===== src/rtl/pto_pkg.sv =====
package pto_pkg;
   typedef enum logic {PH_LOW = 1'b0, PH_HIGH = 1'b1} phase_e;
endpackage


===== src/rtl/pto_spec_store.sv =====
module pto_spec_store #(
   parameter int CNT_W = 32,
   parameter int DEPTH = 8,
   localparam int IW = $clog2(DEPTH),
   localparam int CW = $clog2(DEPTH + 1)
) (
   input  logic             clk,
   input  logic             rst_n,
   input  logic             wr,
   input  logic             clr,
   input  logic [CNT_W-1:0] wr_hi,
   input  logic [CNT_W-1:0] wr_lo,
   input  logic [IW-1:0]    hi_idx,
   input  logic [IW-1:0]    lo_idx,
   output logic [CNT_W-1:0] hi_val,
   output logic [CNT_W-1:0] lo_val,
   output logic [CW-1:0]    count
);
   localparam int SLOTS = 2 ** IW;

   logic [CNT_W-1:0] hi_mem [SLOTS];
   logic [CNT_W-1:0] lo_mem [SLOTS];

   always_ff @(posedge clk or negedge rst_n) begin
      if (!rst_n) begin
         count <= '0;
      end else if (clr) begin
         count <= '0;
      end else if (wr && count < CW'(DEPTH)) begin
         count <= count + CW'(1);
      end
   end

   always_ff @(posedge clk) begin
      if (!clr && wr && count < CW'(DEPTH)) begin
         hi_mem[IW'(count)] <= wr_hi;
         lo_mem[IW'(count)] <= wr_lo;
      end
   end

   assign hi_val = hi_mem[hi_idx];
   assign lo_val = lo_mem[lo_idx];
endmodule


===== src/rtl/pto_edge_pend.sv =====
module pto_edge_pend (
   input  logic clk,
   input  logic rst_n,
   input  logic smpl_clk,
   input  logic en,
   input  logic restart,
   input  logic consume,
   output logic pend,
   output logic missed
);
   logic smpl_q;
   logic rise;

   assign rise = smpl_clk & ~smpl_q;

   always_ff @(posedge clk or negedge rst_n) begin
      if (!rst_n) begin
         smpl_q <= 1'b0;
         pend   <= 1'b0;
         missed <= 1'b0;
      end else begin
         smpl_q <= smpl_clk;
         if (restart) begin
            pend   <= 1'b0;
            missed <= 1'b0;
         end else if (!en) begin
            pend <= 1'b0;
         end else if (consume) begin
            pend <= rise;
         end else if (rise) begin
            if (pend) missed <= 1'b1;
            pend <= 1'b1;
         end
      end
   end
endmodule


===== src/rtl/pto_phase_timer.sv =====
module pto_phase_timer #(
   parameter int CNT_W = 32
) (
   input  logic             clk,
   input  logic             rst_n,
   input  logic             load,
   input  logic [CNT_W-1:0] load_val,
   input  logic             tick,
   output logic             last
);
   logic [CNT_W-1:0] rem;

   always_ff @(posedge clk or negedge rst_n) begin
      if (!rst_n) begin
         rem <= CNT_W'(1);
      end else if (load) begin
         rem <= load_val;
      end else if (tick && rem > CNT_W'(1)) begin
         rem <= rem - CNT_W'(1);
      end
   end

   assign last = (rem <= CNT_W'(1));
endmodule


===== src/rtl/pulse_train_buf.sv =====
module pulse_train_buf #(
   parameter int CNT_W  = 32,
   parameter int DEPTH  = 8,
   parameter bit EXT_TB = 1'b1,
   localparam int IW = $clog2(DEPTH),
   localparam int CW = $clog2(DEPTH + 1)
) (
   input  logic             clk,
   input  logic             rst_n,
   input  logic             tick_int,
   input  logic             tick_ext,
   input  logic             tb_sel,
   input  logic             smpl_clk,
   input  logic             start,
   input  logic             stop,
   input  logic             mode_smpl,
   input  logic             mode_cont,
   input  logic             wr_en,
   input  logic             buf_clr,
   input  logic [CNT_W-1:0] wr_high,
   input  logic [CNT_W-1:0] wr_low,
   output logic             pulse_out,
   output logic             busy,
   output logic             done,
   output logic             missed
);
   import pto_pkg::*;

   if (DEPTH < 2) begin : g_bad_depth
      $error("pulse_train_buf: DEPTH must be at least 2");
   end
   if (CNT_W < 2) begin : g_bad_width
      $error("pulse_train_buf: CNT_W must be at least 2");
   end

   logic tick;
   if (EXT_TB) begin : g_tb_mux
      assign tick = tb_sel ? tick_ext : tick_int;
   end else begin : g_tb_int
      logic unused_ext;
      assign unused_ext = tick_ext ^ tb_sel;
      assign tick = tick_int;
   end

   phase_e           phase_q;
   logic [IW-1:0]    idx_q, idx_nxt;
   logic             busy_q, done_q, msm_q, mcont_q;
   logic [CW-1:0]    buf_count;
   logic [CNT_W-1:0] hi_nxt, lo_cur, load_val;
   logic             start_acc, ph_end, cyc_end, adv, at_last, finish;
   logic             pend, last, buf_wr, buf_clear;

   assign start_acc = start & ~busy_q & (buf_count != '0);
   assign ph_end    = busy_q & ~stop & tick & last;
   assign cyc_end   = ph_end & (phase_q == PH_LOW);
   assign adv       = cyc_end & (~msm_q | pend);
   assign at_last   = (CW'(idx_q) == buf_count - CW'(1));
   assign finish    = adv & at_last & ~mcont_q;
   assign buf_wr    = wr_en & ~busy_q & ~start_acc;
   assign buf_clear = buf_clr & ~busy_q & ~start_acc;

   always_comb begin
      if (start_acc)    idx_nxt = '0;
      else if (adv)     idx_nxt = at_last ? '0 : idx_q + IW'(1);
      else              idx_nxt = idx_q;
   end

   always_comb begin
      if (ph_end && phase_q == PH_HIGH)
         load_val = (lo_cur == '0) ? CNT_W'(1) : lo_cur;
      else
         load_val = (hi_nxt == '0) ? CNT_W'(1) : hi_nxt;
   end

   pto_spec_store #(.CNT_W(CNT_W), .DEPTH(DEPTH)) u_store (
      .clk    (clk),
      .rst_n  (rst_n),
      .wr     (buf_wr),
      .clr    (buf_clear),
      .wr_hi  (wr_high),
      .wr_lo  (wr_low),
      .hi_idx (idx_nxt),
      .lo_idx (idx_q),
      .hi_val (hi_nxt),
      .lo_val (lo_cur),
      .count  (buf_count)
   );

   pto_edge_pend u_edge (
      .clk      (clk),
      .rst_n    (rst_n),
      .smpl_clk (smpl_clk),
      .en       (busy_q & msm_q & ~stop),
      .restart  (start_acc),
      .consume  (adv & msm_q),
      .pend     (pend),
      .missed   (missed)
   );

   pto_phase_timer #(.CNT_W(CNT_W)) u_timer (
      .clk      (clk),
      .rst_n    (rst_n),
      .load     (start_acc | ph_end),
      .load_val (load_val),
      .tick     (tick & busy_q),
      .last     (last)
   );

   always_ff @(posedge clk or negedge rst_n) begin
      if (!rst_n) begin
         busy_q  <= 1'b0;
         done_q  <= 1'b0;
         phase_q <= PH_LOW;
         idx_q   <= '0;
         msm_q   <= 1'b0;
         mcont_q <= 1'b0;
      end else begin
         idx_q <= idx_nxt;
         if (start_acc) begin
            busy_q  <= 1'b1;
            done_q  <= 1'b0;
            phase_q <= PH_HIGH;
            msm_q   <= mode_smpl;
            mcont_q <= mode_cont;
         end else if (busy_q && stop) begin
            busy_q <= 1'b0;
         end else if (finish) begin
            busy_q  <= 1'b0;
            done_q  <= 1'b1;
            phase_q <= PH_LOW;
         end else if (ph_end) begin
            phase_q <= (phase_q == PH_HIGH) ? PH_LOW : PH_HIGH;
         end
      end
   end

   assign busy      = busy_q;
   assign done      = done_q;
   assign pulse_out = busy_q & (phase_q == PH_HIGH);
endmodule


===== config.mk =====
export PLATFORM = sky130hd
export DESIGN_NAME = pulse_train_buf
export DESIGN_NICKNAME = d
export VERILOG_FILES = /design/src/rtl/pto_pkg.sv /design/src/rtl/pto_spec_store.sv /design/src/rtl/pto_edge_pend.sv /design/src/rtl/pto_phase_timer.sv /design/src/rtl/pulse_train_buf.sv
export SDC_FILE = /design/constraint.sdc
export NUM_CORES = 1
export LEC_CHECK = 0
export BUFFER_PORTS_ARGS = -buffer_cell sky130_fd_sc_hd__buf_2
export CORE_MARGIN = 8
export CORE_UTILIZATION = 30
export CTS_BUF_LIST = sky130_fd_sc_hd__clkbuf_8
export CTS_CLUSTER_SIZE = 25
export DETAILED_ROUTE_END_ITERATION = 6
export SYNTH_ARGS = -nofsm -noshare
export SYNTH_HDL_FRONTEND = slang
export SYNTH_HIERARCHICAL = 1
export SYNTH_SLANG_ARGS = --single-unit

===== constraint.sdc =====
create_clock -name clk -period 12 [get_ports clk]
set_input_delay 0.6 -clock clk [delete_from_list [all_inputs] [get_ports clk]]
set_output_delay 0.6 -clock clk [all_outputs]
set_load 0.02 [all_outputs]

---- Yosys cells after proc, flatten, opt, wreduce, memory -nomap -nowiden ----
Memory sizes are Yosys's and may differ from the RTL's.
Cells that the tools add are included.
word-level totals
  register bits after elaboration ......... 47
  latch bits .............................. 0
  RAM bits ................................ 512
  memory bits (read-only) ................. 0
  input bits .............................. 76
  output and inout port bits .............. 4
  word-level logic and storage cells ...... 106
  memories kept ........................... 2
operators by class
  $add $sub $neg .......................... 4
  $mul .................................... 0
  divide/modulo/power cells ............... 0
  order comparisons ....................... 3
  equal/unequal tests ..................... 4
  shifts and indexed selects .............. 0
  muxes and demuxes ....................... 33
  bitwise operators ....................... 28
  reduce and logical (&&, ||, !) cells .... 21
memories
  name            words  bits a word  rd ports  clocked after memory_dff  wr ports  line                  source
  u_store.hi_mem  8      32           1         0                         1         pto_spec_store.sv:21  logic [CNT_W-1:0] hi_mem [SLOTS];
  u_store.lo_mem  8      32           1         0                         1         pto_spec_store.sv:22  logic [CNT_W-1:0] lo_mem [SLOTS];
operators with widths
  cell                                                                                number
  32-bit 2-to-1 mux                                                                   5
  32-bit logical NOT                                                                  2
  32-bit by 1-bit greater-than comparator with 1-bit output (second input constant)   1
  32-bit by 1-bit less-or-equal comparator with 1-bit output (second input constant)  1
  32-bit by 1-bit subtractor with 32-bit output (second input constant)               1
  1-bit 2-to-1 mux                                                                    23
  1-bit AND                                                                           19
  2-bit nonzero test                                                                  6
  3-bit 2-to-1 mux                                                                    3
  4-bit 2-to-1 mux                                                                    2
  1-bit inverter                                                                      7
  1-bit logical AND                                                                   6
  3-bit nonzero test                                                                  2
  4-bit by 1-bit adder with 4-bit output (second input constant)                      1
  3-bit by 4-bit == test with 1-bit output                                            1
  4-bit < comparator (second input constant)                                          1
  2-bit inequality test (second input constant)                                       2
  4-bit inequality test (second input constant)                                       1
  2-bit AND reduction                                                                 2
  4-bit AND reduction                                                                 1
  4-bit nonzero test                                                                  1
  4-bit by 1-bit subtractor with 4-bit output (second input constant)                 1
  3-bit by 1-bit adder with 3-bit output (second input constant)                      1
  1-bit bitwise OR                                                                    2
  1-bit logical NOT                                                                   1

---- Longest topological paths before layout ----
Gate-level depths: netlist of the first run.
An unclocked memory read counts as a cell.
  depth in word-level cells ............... 13
  depth in mapped cells ................... 20
  gate-level depth less buffers ........... 18

---- Modules after synthesis ----
Netlist of the first run, hierarchy kept.
by module, submodules not included
  module           times used  cells each  area an instance (sq um)
  pto_spec_store   1           768         19825.3
  pto_phase_timer  1           233         2040.7
  pulse_train_buf  1           124         1072.3
  pto_edge_pend    1           9           118.9

---- Least setup slack after synthesis of the first run ----
Ideal clock, no wire load.
  kind .................................... reg2reg
  start ................................... register u_store.count[0]
  end ..................................... memory u_store.hi_mem[1][0], enable pin
  data arrival time ....................... 6145 ps
  data required time ...................... 11435 ps
  path slack .............................. 5291 ps
  cell stages (with the launch flop) ...... 9
  buffers on the path ..................... 1
  period minus slack after synthesis ...... 6709 ps
  path through ............................ dfrtp_1 inv_1 ha_1 a21oi_1 buf_2 nor3b_1 nand2b_1 or3b_2 nor3_1
RTL lines
  element                                 line                   source
  start: declaration                      pto_spec_store.sv:17   output logic [CW-1:0] count
  start signal: assignment                pto_spec_store.sv:30   count <= count + CW'(1);
  4-bit nonzero test                      pulse_train_buf.sv:53  assign start_acc = start & ~busy_q & (buf_count != '0);
  1-bit AND                               pulse_train_buf.sv:53
  named net start_acc                     pulse_train_buf.sv:50  logic start_acc, ph_end, cyc_end, adv, at_last, finish;
  1-bit inverter                          pulse_train_buf.sv:59  assign buf_wr = wr_en & ~busy_q & ~start_acc;
  1-bit AND                               pulse_train_buf.sv:59
  named net buf_wr                        pulse_train_buf.sv:51  logic pend, last, buf_wr, buf_clear;
  1-bit logical AND (2 in series)         pto_spec_store.sv:35   if (!clr && wr && count < CW'(DEPTH)) begin
  1-bit 2-to-1 mux                        pto_spec_store.sv:35
  1-bit 2-to-1 mux (not written as such)  pto_spec_store.sv:36   hi_mem[IW'(count)] <= wr_hi;
  end: declaration                        pto_spec_store.sv:21
The timed path passes the listed nets, and every way through them passes these cells.

---- Final worst setup path of the first run ----
  start ................................... register u_timer.rem[8]
  end ..................................... register u_timer.rem[29]
on the way
  word-level cells in the longest chain between the ends .. 11
ends and longest elaborated chain
  element                                                     line                   source
  start: declaration                                          pto_phase_timer.sv:11  logic [CNT_W-1:0] rem;
  start signal: assignment                                    pto_phase_timer.sv:17  rem <= load_val;
  start signal: assignment                                    pto_phase_timer.sv:19  rem <= rem - CNT_W'(1);
  32-bit by 1-bit less-or-equal comparator with 1-bit output  pto_phase_timer.sv:23  assign last = (rem <= CNT_W'(1));
  named net last                                              pulse_train_buf.sv:51
  1-bit AND                                                   pulse_train_buf.sv:54  assign ph_end = busy_q & ~stop & tick & last;
  1-bit AND                                                   pulse_train_buf.sv:55  assign cyc_end = ph_end & (phase_q == PH_LOW);
  1-bit AND                                                   pulse_train_buf.sv:56  assign adv = cyc_end & (~msm_q | pend);
  3-bit 2-to-1 mux                                            pulse_train_buf.sv:64  else if (adv) idx_nxt = at_last ? '0 : idx_q + IW'(1);
  3-bit 2-to-1 mux                                            pulse_train_buf.sv:63  if (start_acc) idx_nxt = '0;
  named net idx_nxt[0]                                        pulse_train_buf.sv:46  logic [IW-1:0] idx_q, idx_nxt;
  memory 8 x 32 bit                                           n/a
  named net hi_nxt[0]                                         pulse_train_buf.sv:49  logic [CNT_W-1:0] hi_nxt, lo_cur, load_val;
  32-bit logical NOT                                          pulse_train_buf.sv:72  load_val = (hi_nxt == '0) ? CNT_W'(1) : hi_nxt;
  32-bit 2-to-1 mux                                           pulse_train_buf.sv:72
  32-bit 2-to-1 mux                                           pulse_train_buf.sv:69  if (ph_end && phase_q == PH_HIGH)
  named net load_val[29]                                      pulse_train_buf.sv:49
  32-bit 2-to-1 mux                                           pto_phase_timer.sv:16  end else if (load) begin
The timed path passes the listed nets, and every way through them passes these cells. The select of a mux whose other input is x is not followed.
A chain may end at the register's enable or synchronous reset.

==> metrics, run 1 <==
status complete, no violations; Area Growth Syn to Fin 14.50%; worst-margin pin slew between 1 and 1.5 ns; CP Capture Type register; die width between 200 and 300 um; Initial DRT Pass Iterations 6; Max Clk Rate about 0.14 GHz; Critical-path top delay cell buf_4; CTS tree yes; share of layout cells above drive strength 1 28.71%; DRT iter0 DRCs 831; Period minus WS final slightly below 7 ns; final setup fails 0; Synth Area per Inst 20.33 um2; Congestion Overflow GR 0; final setup TNS 0 ns; cell area after synthesis approximately 23000 um2; die area between 80000 and 90000 um2; fin crit share between 50% and 60%; initial antenna violation count 12; CP Buf/Inv Count 3; Skew-Pair Late Insertion Delay about 0.7 ns; Detail Route Antenna Nets 0; Synth Flop Type edfxtp_1; Area contributors post-synth edfxtp_1, mux4_2, mux4_1, dfrtp_1, mux2_4; commonest non-fill, non-tap cell in the layout edfxtp_1; final instance area between 20000 and 30000 um2; Clock H-tree levels 3; vias in the first global route around 12k; Longest Clk Path Bufs 3; cell taking the most area after synthesis edfxtp_1; pwr dens roughly 170 nW/um2; largest net degree at the start of global routing between 60 and 70; Synthesis Warnings 6; Post-layout nets between 1k and 1.5k; Starting Density 30.31%; Final WS setup ~5.1 ns; Post-synth ARST share under 10%; core area 76080 um2; Final Non-Filler Cells approximately 2.4k; worst r2r path cells 18; Worst VDD drop 89.12 uV; CP Cell Sequence or4_1 -> nor4_2 -> nand4_1 -> inv_1 -> and3b_4 -> and4b_1 -> xnor2_1 -> a211oi_4 -> buf_4 -> buf_4 -> mux4_1 -> mux2_2 -> nor4_1 -> nand4_1 -> o21a_1 -> a22o_1 -> nor2_1 -> a31oi_1; DP Worst Slack ~5 ns; CTS buffer count 91; Synth Instances 1134; GRT met1 Usage 15.48%; IO Port Bufs a little under 80; Largest delay share family, worst path simple AND/OR/NAND/NOR gates; synthesized net count 1216; WP depth 18; Die Span Y 293.2 um; number of synthesized flops with an enable pin roughly 500; Total GRT Usage a little under an eighth; first-pass GRT wire length roughly 78 mm; total number of vias around 12k; Setup Skew between 0.04 and 0.05 ns; commonest non-fill, non-tap cells in the layout edfxtp_1, clkbuf_8, buf_2; Placed Area roughly 25000 um2; Fillers between 7k and 8k; hold path cells 3; Worst setup SP type register; DRC viols 0; placed cells between 2k and 2.5k; Hold Fails Final Rpt 0; met2 Use GR 19.68%; Worst slew margin between 20% and 30%; Reg2Reg Setup Slack around 5 ns; CTS root buffer clkbuf_8; LEAKAGE 8.451 nW; MaxCap Viol Count 0; GPL Wtd Cong 0.7980; Most Crowded Layer GR met2; Pins Over Slew Limit 0; RSZ-0062 raised after global routing no; sequential fraction of the synthesis area 71.79%; IO Pins 80; critical path class register to register; met3 usage around 2.6%; HPWL after detailed placement approximately 31 mm; postcts setup bufs 0; aggregate routed wire length between 50 and 60 mm; WL per Instance 21.89 um; Worst Path Max Fanout between 40 and 50; via/cell ratio slightly below 5; post-synth cell types 72; clock sink total around 560; Worst-path clk slew around 0.06 ns; Cell Rows 101; Yosys top cell area share 66.68%; HP Class input port to register; peak per-stage delay on the critical path 0.68 ns; #FFs+latches synth ~560; Critical Path RT ~13 ns; Power Total 4.525 mW; crit path DAT roughly 7.5 ns; post_cts resized 0
cells by family after synthesis:
group | count (synthesis) | synth area share (%)
XOR/XNOR | 9 | 0.3418
flip-flops | 559 | 71.79
adder cells (fa/ha/maj) | 6 | 0.3256
AND/OR/NAND/NOR | 183 | 4.689
multiplexers | 198 | 17.34
buffers and inverters | 71 | 1.840
AO/OA/AOI/OAI | 108 | 3.679
worst min-delay path: stages:
cell and delay [ns]:
buf_2 0.09, nand2_1 0.05, o21ai_0 0.07
Yosys cell counts (4+ instances only):
library cell and count:
inv_1 15, nand2b_1 11, nand4_1 8, o21ai_0 16, a21oi_1 11, buf_6 12, nor2b_1 4, o31ai_1 4
mux2_2 35, mux2_4 32, nor4_1 20, or4_1 15, a31oi_1 6, nor2_1 30, dfrtp_1 46, a22oi_1 4
clkbuf_1 14, mux4_2 72, ha_1 6, nand3_1 18, nor3b_1 4, a22o_1 32, nand2_1 28, edfxtp_1 512
nor3_1 8, xor2_1 4, buf_2 22, or3_1 10, buf_1 4, o211ai_1 6, mux4_1 56, xnor2_1 5
final timing paths:
path | startpoint | to
max | u_timer/rem[8] | u_timer/rem[29]
min | mode_smpl | msm_q
max reg2reg | u_timer/rem[8] | u_timer/rem[29]
min reg2reg | done | done
max in group asynchronous | rst_n | idx_q[0]
min in group asynchronous | rst_n | msm_q
layer usage:
metal  part of all wire [%]  vias to the layer above
met3                    5.4                       98
met5                  0.058                        -
met4                    2.6                        6
met1                     43                     6080
met2                     49                      327
li1                       -                     5089
sequential cells by signal (all words and copies together) (netlist names):
| signal | flops |
|---|---|
| msm_q | 1 |
| u_edge/missed | 1 |
| u_timer/rem | 32 |
| idx_q | 3 |
| busy | 1 |
| done | 1 |
| u_store/hi_mem | 256 |
| u_store/lo_mem | 256 |
| u_store/count | 4 |
| u_edge/smpl_q | 1 |
| u_edge/pend | 1 |
| phase_q | 1 |
| mcont_q | 1 |
power breakdown:
part	total [mW]	leakage [nW]	switching [mW]	internal [mW]
registers	2.40	5.17	0.0859	2.31
clock network	1.56	0.982	0.740	0.824
logic	0.561	2.30	0.334	0.227
cell type report:
class                           count  area, um2  area share, %
Tap cell                         1030       1289          4.882
Timing Repair Buffer              106      603.1          2.284
Clock buffer                       95       1308          4.953
Antenna cell                        4      10.01        0.03791
Clock inverter                     62      405.4          1.536
Multi-Input combinational cell    504       6171          23.37
Inverter                           15      56.30         0.2133
Sequential cell                   559      16560          62.72
metrics by stage:
stage	hold WS, ns	util, %
after global routing	0.1464	34.69
final	0.1670	34.70
after detailed placement	0.5140	32.41
after global placement	0.4806	32.41
after CTS	0.1036	34.69
after floorplan	0.3044	-
timing repair:
| item | CTS | global route |
|---|---|---|
| hold buffers | 2 | 0 |
| setup endpoints to repair | 0 | 0 |
| hold endpoints to repair | 9 | 0 |
No activity file was read; power rests on OpenSTA's default activity.
==> run 2, diff against run 1 <==
==> constraint.sdc (replaced) <==
create_clock -name clk -period 6.1 [get_ports clk]
set_input_delay 0.305 -clock clk [delete_from_list [all_inputs] [get_ports clk]]
set_output_delay 0.305 -clock clk [all_outputs]
set_load 0.02 [all_outputs]
==> metrics, run 2 (synthesized netlist as in run 1, its figures left out) <==
Congestion Overflow GR 0; HP Class input port to register; first-pass GRT wire length about 79 mm; DRC viols 0; Worst-path clk slew about 0.06 ns; Cell Rows 101; RSZ-0062 raised after global routing no; commonest non-fill, non-tap cell in the layout edfxtp_1; top flop regs u_store/hi_mem x256, u_store/lo_mem x256, u_timer/rem x32; Critical-path top delay cell nor4_2; commonest non-fill, non-tap cells in the layout edfxtp_1, clkbuf_8, buf_2; CP Capture Type register; fin crit share 93.00%; CTS tree yes; GPL Wtd Cong about 0.79; Detail Route Antenna Nets 0; Worst slew margin roughly 31%; MaxCap Viol Count 0; Critical Path RT roughly 6.6 ns; Post-layout nets approximately 1.4k; Initial DRT Pass Iterations 5; status complete, no violations; final setup fails 0; crit path DAT around 6 ns; pwr dens between 300 and 400 nW/um2; aggregate routed wire length about 52 mm; Worst Path Max Fanout roughly 50; IO Pins 80; core area between 70000 and 80000 um2; Longest Clk Path Bufs 3; die area 85980 um2; worst-margin pin slew approximately 1.0 ns; Placed Area 24820 um2; Period minus WS final around 5.7 ns; clock sink total between 500 and 600; HPWL after detailed placement slightly above 30 mm; Starting Density between 30 and 40%; DRT iter0 DRCs approximately 900; CP Buf/Inv Count 2; total number of vias 11.85k; Total GRT Usage roughly an eighth; postcts setup bufs 0; Worst VDD drop between 100 and 150 uV; IO Port Bufs 79; CP dominant cell by count nand4_1; CTS buffer count just over 90; Pins Over Slew Limit 0; LEAKAGE around 8.8 nW; die width between 200 and 300 um; Die Span Y about 290 um; peak per-stage delay on the critical path roughly 0.70 ns; initial antenna violation count 4; Setup Skew 0.03841 ns; Worst setup SP type register; final instance area between 20000 and 30000 um2; largest net degree at the start of global routing between 60 and 70; Max Clk Rate between 0.15 and 0.2 GHz; share of layout cells above drive strength 1 27.85%; WL per Instance about 21 um; via/cell ratio just under 5; CP Cell Sequence or3_1 -> nor4_2 -> nand4_1 -> inv_1 -> and3b_4 -> and4b_1 -> xnor2_1 -> a211oi_4 -> buf_12 -> mux4_1 -> mux2_2 -> nor4_1 -> nand4_1 -> o21a_1 -> a22o_1 -> nor2_1 -> a31oi_1; vias in the first global route between 10k and 15k; Largest delay share family, worst path simple AND/OR/NAND/NOR gates; final setup TNS 0 ns; Clock H-tree levels 3; CTS root buffer clkbuf_8; Hold Fails Final Rpt 0; Area Growth Syn to Fin 17.87%; Skew-Pair Late Insertion Delay a little under 0.7 ns; critical path class register to register
==> run 2: cell count changes in the layout (fill, tap and decap cells not counted), sizes merged <==
cell and change:
buf +7, clkinv +5, clkinvlp +3, dlygate4sd3 +67, inv -1, diode -3
clkbuf +3, bufinv -3
==> run 2: stage by stage <==
step | util (%) | total power [mW] | hold slack, ns | setup WS, ns | std cells
2_1_floorplan | - | 5.480 | 0.009409 | 1.049 | 1134
3_3_place_gp | 32.63 | 5.869 | 0.4323 | 0.5301 | 2219
3_5_place_dp | 32.63 | 5.913 | 0.4396 | 0.4482 | 2219
4_1_cts | 35.72 | 8.944 | 0.03295 | 0.4094 | 2452
5_1_grt | 35.72 | 9.227 | 0.08092 | 0.05739 | 2453
6_report | 35.72 | 8.841 | 0.1076 | 0.4273 | 2453
==> run 2: report_power, final <==
group          total, mW  leakage (nW)  switching, mW  internal (mW)
clock               2.97         0.968           1.45           1.52
combinational       1.16          2.63          0.673          0.486
sequential          4.71          5.17          0.162           4.55
==> run 2: final cells by class <==
class,instances,area (um2)
fillers,7168,48900
flip-flops and latches,559,16560
multi-input cells,504,6183
repair buffers,180,1426
clock buffers,98,1349
well taps,1030,1289
clock inverters,66,312.8
inverters,15,56.30
diodes,1,2.502
==> run 2: per-layer routing <==
| layer | GRT usage, % | share of wire (%) | vias to the layer above |
|---|---|---|---|
| met2 | 19.66 | 49 | 306 |
| met5 | 0 | 0.075 | - |
| met1 | 15.71 | 44 | 6218 |
| met4 | 3.873 | 1.8 | 6 |
| met3 | 2.853 | 5.4 | 74 |
| li1 | - | - | 5243 |
==> run 2: what timing repair did <==
item                                   CTS  global route
hold buffers                            69             0
endpoints found under the hold margin  564             0
resized for setup                        0             0
==> run 2: tightest hold or removal path, cell delays in order <==
cell,delay (ns)
buf_2,0.11
nor3b_1,0.20
nor2_1,0.12
==> run 2: final timing paths <==
| check | startpoint | to | slack [ns] | depth (start not counted) |
|---|---|---|---|---|
| min in group asynchronous | rst_n | u_store/count[3] | 0.30 | 3 |
| min reg2reg | mcont_q | mcont_q | 0.53 | 1 |
| min | buf_clr | u_store/count[0] | 0.11 | 3 |
| max reg2reg | u_timer/rem[2] | u_timer/rem[30] | 0.43 | 17 |
| max | u_timer/rem[2] | u_timer/rem[30] | 0.43 | 17 |
| max in group asynchronous | rst_n | idx_q[0] | 5.26 | 3 |
